<file path="config.mk">
export PLATFORM = sky130hd
export DESIGN_NAME = clkout_gate_ctrl
export DESIGN_NICKNAME = d
export VERILOG_FILES = /design/src/rtl/clkout_gate_pkg.sv /design/src/rtl/clkout_pin_sync.sv /design/src/rtl/clkout_phase_gen.sv /design/src/rtl/clkout_lane.sv /design/src/rtl/clkout_gate_ctrl.sv
export SDC_FILE = /design/constraint.sdc
export NUM_CORES = 1
export LEC_CHECK = 0
export CAP_MARGIN = 20
export CORE_MARGIN = 2
export CORE_UTILIZATION = 49
export CTS_BUF_LIST = sky130_fd_sc_hd__clkbuf_8 sky130_fd_sc_hd__clkbuf_16
export DETAILED_ROUTE_END_ITERATION = 7
export GPL_ROUTABILITY_DRIVEN = 1
export HOLD_SLACK_MARGIN = 0.03
export PLACE_DENSITY = 0.84
export SKIP_CTS_REPAIR_TIMING = 1
export SLEW_MARGIN = 20
export SYNTH_ARGS = -nofsm -noshare
export SYNTH_HDL_FRONTEND = slang
export SYNTH_SLANG_ARGS = --single-unit
</file>
<file path="constraint.sdc">
create_clock -name clk -period 5.38 [get_ports clk]
set_input_delay 0.807 -clock clk [delete_from_list [all_inputs] [get_ports clk]]
set_output_delay 0.807 -clock clk [all_outputs]
set_load 0.05 [all_outputs]
</file>
<file path="src/rtl/clkout_gate_pkg.sv">
package clkout_gate_pkg;
  typedef enum logic [1:0] {
    OUT_HIZ  = 2'd0,
    OUT_PARK = 2'd1,
    OUT_RUN  = 2'd2
  } out_state_e;

  localparam int unsigned PIN_COUNT = 5;
  localparam int unsigned PIN_OE_A  = 0;
  localparam int unsigned PIN_OE_B  = 1;
  localparam int unsigned PIN_STOP  = 2;
  localparam int unsigned PIN_PD    = 3;
  localparam int unsigned PIN_INV   = 4;
endpackage

</file>
<file path="src/rtl/clkout_pin_sync.sv">
module clkout_pin_sync #(
  parameter int unsigned WIDTH  = 5,
  parameter int unsigned STAGES = 2
) (
  input  logic             clk,
  input  logic             rst,
  input  logic [WIDTH-1:0] d_i,
  output logic [WIDTH-1:0] q_o
);
  logic [WIDTH-1:0] stage_q [STAGES];

  always_ff @(posedge clk) begin
    if (rst) stage_q[0] <= '0;
    else     stage_q[0] <= d_i;
  end

  for (genvar s = 1; s < STAGES; s++) begin : g_stage
    always_ff @(posedge clk) begin
      if (rst) stage_q[s] <= '0;
      else     stage_q[s] <= stage_q[s-1];
    end
  end

  assign q_o = stage_q[STAGES-1];
endmodule

</file>
<file path="src/rtl/clkout_phase_gen.sv">
module clkout_phase_gen (
  input  logic clk,
  input  logic rst,
  input  logic full_rate_i,
  output logic ph_next_o,
  output logic fall_tick_o
);
  logic pre_q;
  logic ph_q;
  logic step;

  assign step        = full_rate_i | pre_q;
  assign ph_next_o   = ph_q ^ step;
  assign fall_tick_o = step & ph_q;

  always_ff @(posedge clk) begin
    if (rst) begin
      pre_q <= 1'b0;
      ph_q  <= 1'b0;
    end else begin
      pre_q <= ~pre_q;
      ph_q  <= ph_next_o;
    end
  end

  AST_HALF_RATE_HOLD: assert property (@(posedge clk) disable iff (rst)
    (!full_rate_i && !$past(full_rate_i) && (ph_q != $past(ph_q))) |=> $stable(ph_q));
endmodule

</file>
<file path="src/rtl/clkout_lane.sv">
module clkout_lane
  import clkout_gate_pkg::*;
(
  input  logic clk,
  input  logic rst,
  input  logic fall_tick_i,
  input  logic ph_next_i,
  input  logic pd_act_i,
  input  logic stop_act_i,
  input  logic mask_i,
  input  logic en_i,
  input  logic pd_hiz_i,
  input  logic stop_hiz_i,
  output logic run_o,
  output logic park_o,
  output logic hiz_o,
  output logic p_o,
  output logic n_o
);
  out_state_e st_q, st_want, st_nxt;

  always_comb begin
    if (pd_act_i)                st_want = pd_hiz_i ? OUT_HIZ : OUT_PARK;
    else if (stop_act_i && mask_i) st_want = stop_hiz_i ? OUT_HIZ : OUT_PARK;
    else if (en_i)               st_want = OUT_RUN;
    else                         st_want = OUT_HIZ;
  end

  assign st_nxt = fall_tick_i ? st_want : st_q;

  always_ff @(posedge clk) begin
    if (rst) begin
      st_q <= OUT_HIZ;
      p_o  <= 1'b0;
      n_o  <= 1'b0;
    end else begin
      st_q <= st_nxt;
      p_o  <= (st_nxt == OUT_RUN) ? ph_next_i  : (st_nxt == OUT_PARK);
      n_o  <= (st_nxt == OUT_RUN) ? ~ph_next_i : 1'b0;
    end
  end

  assign run_o  = (st_q == OUT_RUN);
  assign park_o = (st_q == OUT_PARK);
  assign hiz_o  = (st_q == OUT_HIZ);

  AST_STATE_ON_FALL: assert property (@(posedge clk) disable iff (rst)
    (st_q != $past(st_q)) |-> $past(fall_tick_i));
  AST_PARK_LEVELS: assert property (@(posedge clk) disable iff (rst)
    park_o |-> (p_o && !n_o));
  AST_HIZ_QUIET: assert property (@(posedge clk) disable iff (rst)
    hiz_o |-> (!p_o && !n_o));
  AST_RUN_COMPLEMENT: assert property (@(posedge clk) disable iff (rst)
    run_o |-> (n_o == !p_o));
  AST_ONE_STATE: assert property (@(posedge clk) disable iff (rst)
    $countones({run_o, park_o, hiz_o}) == 1);
endmodule

</file>
<file path="src/rtl/clkout_gate_ctrl.sv">
module clkout_gate_ctrl
  import clkout_gate_pkg::*;
#(
  parameter int unsigned N_OUT       = 4,
  parameter int unsigned SYNC_STAGES = 2
) (
  input  logic             clk,
  input  logic             rst,
  input  logic             inv_pin,
  input  logic             oe_a_pin,
  input  logic             oe_b_pin,
  input  logic             stop_pin,
  input  logic             pwrdn_pin,
  input  logic             cfg_full_rate,
  input  logic             cfg_pd_hiz,
  input  logic             cfg_stop_hiz,
  input  logic [N_OUT-1:0] cfg_out_en,
  input  logic [N_OUT-1:0] cfg_stop_mask,
  output logic [N_OUT-1:0] run_o,
  output logic [N_OUT-1:0] park_o,
  output logic [N_OUT-1:0] hiz_o,
  output logic [N_OUT-1:0] clk_p_o,
  output logic [N_OUT-1:0] clk_n_o
);
  localparam int unsigned LAST_IDX = N_OUT - 1;

  logic [PIN_COUNT-1:0] pins_raw, pins_s;
  logic inv_s, oe_a_c, oe_b_c, stop_act, pd_act;
  logic ph_next, fall_tick;
  logic [N_OUT-1:0] pin_en;

  assign pins_raw[PIN_OE_A] = oe_a_pin;
  assign pins_raw[PIN_OE_B] = oe_b_pin;
  assign pins_raw[PIN_STOP] = stop_pin;
  assign pins_raw[PIN_PD]   = pwrdn_pin;
  assign pins_raw[PIN_INV]  = inv_pin;

  clkout_pin_sync #(.WIDTH(PIN_COUNT), .STAGES(SYNC_STAGES)) u_sync (
    .clk (clk),
    .rst (rst),
    .d_i (pins_raw),
    .q_o (pins_s)
  );

  assign inv_s    = pins_s[PIN_INV];
  assign oe_a_c   = pins_s[PIN_OE_A] ^ inv_s;
  assign oe_b_c   = pins_s[PIN_OE_B] ^ inv_s;
  assign stop_act = ~(pins_s[PIN_STOP] ^ inv_s);
  assign pd_act   = ~(pins_s[PIN_PD] ^ inv_s);

  clkout_phase_gen u_phase (
    .clk         (clk),
    .rst         (rst),
    .full_rate_i (cfg_full_rate),
    .ph_next_o   (ph_next),
    .fall_tick_o (fall_tick)
  );

  for (genvar i = 0; i < N_OUT; i++) begin : g_lane
    if (i == 0) begin : g_pin_a
      assign pin_en[i] = oe_a_c;
    end else if (i == LAST_IDX) begin : g_pin_b
      assign pin_en[i] = oe_b_c;
    end else begin : g_no_pin
      assign pin_en[i] = 1'b1;
    end

    clkout_lane u_lane (
      .clk         (clk),
      .rst         (rst),
      .fall_tick_i (fall_tick),
      .ph_next_i   (ph_next),
      .pd_act_i    (pd_act),
      .stop_act_i  (stop_act),
      .mask_i      (cfg_stop_mask[i]),
      .en_i        (cfg_out_en[i] & pin_en[i]),
      .pd_hiz_i    (cfg_pd_hiz),
      .stop_hiz_i  (cfg_stop_hiz),
      .run_o       (run_o[i]),
      .park_o      (park_o[i]),
      .hiz_o       (hiz_o[i]),
      .p_o         (clk_p_o[i]),
      .n_o         (clk_n_o[i])
    );
  end

  AST_PD_STOPS_ALL: assert property (@(posedge clk) disable iff (rst)
    ($past(pd_act) && $past(fall_tick)) |-> (run_o == '0));
  AST_RESET_RELEASED: assert property (@(posedge clk)
    $past(rst) |-> (hiz_o == {N_OUT{1'b1}}));
endmodule

</file>
; After elaboration in Yosys (flattened, before gate mapping)
; Memory sizes are Yosys's and may differ from the RTL's.
; Cells that the tools add are included.
[word_totals]
inputBits = 18
ram_bits = 10
latchBits = 0
romBits = 0
n_memories = 1
out_inout_bits = 20
register_bits = 18
word_cells = 88
[mem_list]
columns = memory, depth, word_bits, read_ports, rd_ports_with_merged_regs, write_ports, line
row1 = u_sync.stage_q, 2, 5, 2, 0, 2, clkout_pin_sync.sv:10  ; logic [WIDTH-1:0] stage_q [STAGES];
[op_classes]
n_addsub = 0
n_mul = 0
n_eq_ne = 16
n_reduce_logical = 12
bitwise = 18
n_div = 0
order_cmp = 0
n_shift = 0
muxes = 27
[op_table]
columns = op, n
row1 = 2-bit 2-to-1 mux, 16
row2 = "2-bit by 1-bit equality test with 1-bit output, second input constant", 8
row3 = "2-bit equality test, second input constant", 8
row4 = 5-bit 2-to-1 mux, 2
row5 = 1-bit 2-to-1 mux, 9
row6 = 2-bit logical NOT, 4
row7 = 2-bit OR reduction, 4
row8 = 1-bit NOT, 7
row9 = 1-bit XOR, 5
row10 = 1-bit logical AND, 4
row11 = 1-bit bitwise AND, 3
row12 = 1-bit bitwise OR, 3

; Logic depth before layout (Yosys ltp)
; An unclocked memory read counts as a cell.
[logic_depth]
word_depth = 10
ltp_mapped = 8
mapped_depth_nobuf = 7

; Hierarchy
; A second synthesis with hierarchy kept.
[unflattened]
cells_unflattened = 116
hier_area_um2 = 1109.8
[by_module_without_submodules]
columns = mod, area_per_inst_um2, seq_area_each_um2, instances, cells_each
row1 = clkout_lane, 182.7, 80.1, 4, 21
row2 = clkout_pin_sync, 262.8, 200.2, 1, 20
row3 = clkout_phase_gen, 68.8, 40.0, 1, 6
row4 = clkout_gate_ctrl, 47.5, 0.0, 1, 6

; Worst setup path before layout
; Ideal clock, no wire load.
[synth_timing]
kind = input to register
from = in cfg_full_rate
to = reg g_lane[0].u_lane.p_o
n_path_buf = 0
required_ps = 5266
path_stages = 6
setup_time_ps = 114
t_arrival_ps = 2151
path_slack_ps = 3115
cell_sequence = or2_2 ha_1 and3b_1 a311o_1 nor2b_4 a21o_1
[synth_via]
elab_chain_len = 5
[synth_rtl]
columns = item, line
row1 = start: declaration, clkout_gate_ctrl.sv:14  ; input logic cfg_full_rate,
row2 = 1-bit bitwise OR *, clkout_phase_gen.sv:12  ; assign step = full_rate_i | pre_q;
row3 = 1-bit bitwise AND, clkout_phase_gen.sv:14  ; assign fall_tick_o = step & ph_q;
row4 = 2-bit 2-to-1 mux, clkout_lane.sv:29  ; assign st_nxt = fall_tick_i ? st_want : st_q;
row5 = 2-bit by 1-bit equality test with 1-bit output / 2-bit equality test (equally long branches), clkout_lane.sv:38  ; p_o <= (st_nxt == OUT_RUN) ? ph_next_i : (st_nxt == OUT_PARK);
row6 = 1-bit 2-to-1 mux *, clkout_lane.sv:38
row7 = end signal: assignment, clkout_lane.sv:38
row8 = end: declaration, clkout_lane.sv:17  ; output logic p_o,
; Mark *: on every way between the ends. The rest lies on a longest branch, timed or not.
; A chain may end at the register's enable or synchronous reset.

; Worst setup path in the final report
[layout_timing]
from = in cfg_full_rate
to = reg g_lane[0].u_lane.n_o
[layout_via]
elab_chain_len = 6
[layout_rtl]
columns = item, line
row1 = 1-bit bitwise OR *, clkout_phase_gen.sv:12
row2 = 1-bit bitwise AND, clkout_phase_gen.sv:14
row3 = 2-bit 2-to-1 mux, clkout_lane.sv:29
row4 = 2-bit equality test, clkout_lane.sv:39  ; n_o <= (st_nxt == OUT_RUN) ? ~ph_next_i : 1'b0;
row5 = 1-bit NOT (no source line), --
row6 = 2-bit OR reduction (no source line), --
row7 = end signal: assignment, clkout_lane.sv:39
row8 = end: declaration, clkout_lane.sv:18  ; output logic n_o
; Marked as above.

==> metrics.yaml <==
synth:
  synthXorXnorAreaFrac_pct: 1.99
  synthTopCellsByArea: "dfxtp_1, nor2b_1, buf_4"
  ys_warn_count: 0
  yosysSeqAreaShare_pct: 44.5
  syn_area_per_cell_um2: 9.40
  synthMuxAreaShare_pct: 1.59
  yosys.area.top_type: "dfxtp_1"
  synth-simple-area-share_pct: 28.9
  syn_nets: 153
  yosys.area_share.adder_pct: 0.993
  synth_top_area_share_pct: 44.5
  synth_compound_area_share_pct: 8.94
  synth_top_family_by_area: "simple AND/OR/NAND/NOR gates"
  syn_area_mm2: 0.00126
  synth_cell_types: 26
  netlist_instances: 134
  synth-seq-cells: 28
clock_network:
  cts.clk_slew.worst_paths_ps: 90
  clock-sinks: 28
  cts_root_buf: "clkbuf_8"
  clockBufferDepth: 2
  cts_tree: "built"
  htree_levels: 1
  cts-buffers-inserted: 3
  worst_skew_pair.late_latency_ps: 280
finish:
  antenna_cells: 0
  area.growth.synth_to_final_pct: 23.9
  drive_gt1_share_pct: 5.92
  nets: 172
  final_util_pct: 63.6
  final_cells: 182
  fillers: 222
timing:
  worst_pin_slew_ps: 958
  fin_crit_ps: 2680
  hold_viol_final: 0
  finClkSkew_ps: 5.21
  drv_slew: 0
  finalCritPeriodShare_pct: 49.9
  setup_tns_ps: 0
  rsz0062_at_grt: "no"
  setup_viol: 0
  slew_headroom_pct: 35.9
  worst_slack_ps: 2700
  fmax_ghz: 0.372
setup_path:
  setup.worst_path.end_class: "flip-flop"
  start_kind: "input pin"
  crit_path_max_fanout: 15
  arrival_ps: 2830
  worstSetupPathType: "input pin to flip-flop"
  required_ps: 5530
detailed_routing:
  viasPerCell: 5.05
  wl_per_cell_um: 12.8
  vias: 920
  drc: 0
  dr.pass1.iters: 4
  drtIter0Drc: 18
  drtAntennaViolNets: 0
  drt-total-wl_um: 2330
grt:
  grt_pass1_wl_um: 3830
  grt_use_total_pct: 17.9
  grt_pass1_vias: 945
  antenna_found_initial: 0
  grt_max_degree: 28
  grt-ovfl-total: 0
die:
  num_io_pins: 38
  start_util_pct: 51.3
  placeableCoreArea_mm2: 0.00245
  die_area_mm2: 0.00299
  die-height_um: 54.7
  die_x_um: 54.7
  rows: 18
placement:
  pre_cts_slack_ps: 2420
  dpl.hpwl_um: 1790
  placed_cells: 178
  globalplace.congestion: 0.797
  portBuffers: 37
run_status:
  status: "finished clean"
power_and_ir_drop:
  power_leakage_nw: 0.606
  ir_drop_mv: 0.178
  powerDensity_mw_per_mm2: 281
flow_run:
  drv_cap: 0
min_path:
  hold_path_class: "flip-flop to flip-flop"
## critical path: stages
cell and delay, ps:
clkdlybuf4s50_1 390, or2_2 280, ha_1 360, and3b_1 290, a311o_1 400, nor4_1 310
## layer usage
layer	wire length, um	GRT usage (%)
met1	910	17.7
met2	1270	34.7
met3	128	2.46
met4	24	10.4
met5	0	0
## cell usage in the layout, fill, tap and decap left out, drive strengths merged
cell type	n
a311oi	2
nor2	13
nand2b	9
and3b	1
xor2	1
nand2	4
inv	1
o22ai	4
a21o	1
nor3b	1
xnor2	1
mux2i	2
a211oi	1
clkbuf	4
a311o	1
dfxtp	28
or2b	1
ha	1
nor2b	28
clkdlybuf4s50	37
nor3	4
a21bo	1
a41oi	4
nor4	1
or2	1
## sequential cells by signal, summed over array words and instances (netlist names)
signal / count
u_sync.stage_q: 10
g_lane.u_lane.p_o: 4
u_phase.pre_q: 1
g_lane.u_lane.st_q: 8
g_lane.u_lane.n_o: 4
u_phase.ph_q: 1
## cell type report
cell class / instances / area, um^2 / share of cell area, %
timing repair buffer: 37 / 370 / 23.7
sequential: 28 / 561 / 35.9
multi-input combinational: 82 / 534 / 34.2
tap: 30 / 37.5 / 2.40
clock buffer: 4 / 55.1 / 3.53
inverter: 1 / 3.75 / 0.240
## through the flow
step / cell area (um^2) / hold slack, ps / power [mW]
after CTS: 1560 / 409 / 0.442
after floorplan: 1260 / 379 / 0.289
final: 1560 / 412 / 0.439
after detailed placement: 1510 / 394 / 0.314
after global routing: 1560 / 425 / 0.453
after global placement: 1510 / 394 / 0.311
## logic make-up (layout without fill, tap and decap cells)
logic type	Yosys count	after routing
AO/OA/AOI/OAI	14	14
XOR/XNOR	2	2
adder cells (fa/ha/maj)	1	1
buffers and inverters	24	42
flip-flops	28	28
multiplexers	2	2
AND/OR/NAND/NOR	63	63
## final timing paths
check	startpoint	to	slack, ps	cells after the start
worst max-delay path	cfg_full_rate	g_lane[0].u_lane.n_o	2700	6
worst min-delay path	u_phase.pre_q	u_phase.pre_q	410	1
worst max register to register	u_phase.pre_q	g_lane[0].u_lane.n_o	3270	5
worst min register to register	u_phase.pre_q	u_phase.pre_q	410	1
## report_power, final
group	total, mW	internal, mW	leakage (nW)	switching, mW
logic	0.0878	0.0374	0.348	0.0504
registers	0.222	0.217	0.229	0.00499
clock network	0.130	0.0656	0.0288	0.0640
## cells in the mapped netlist, drive strengths merged
cell / count
a21bo: 1
a311oi: 2
nor4: 1
nor2b: 28
nor2: 13
a41oi: 4
inv: 1
clkbuf: 3
a211oi: 1
or2b: 1
a21o: 1
or2: 1
mux2i: 2
nand2b: 9
dfxtp: 28
xnor2: 1
and3b: 1
a311o: 1
nor3: 4
buf: 20
nor3b: 1
nand2: 4
o22ai: 4
xor2: 1
ha: 1
Power figures use the tool's default switching activity.
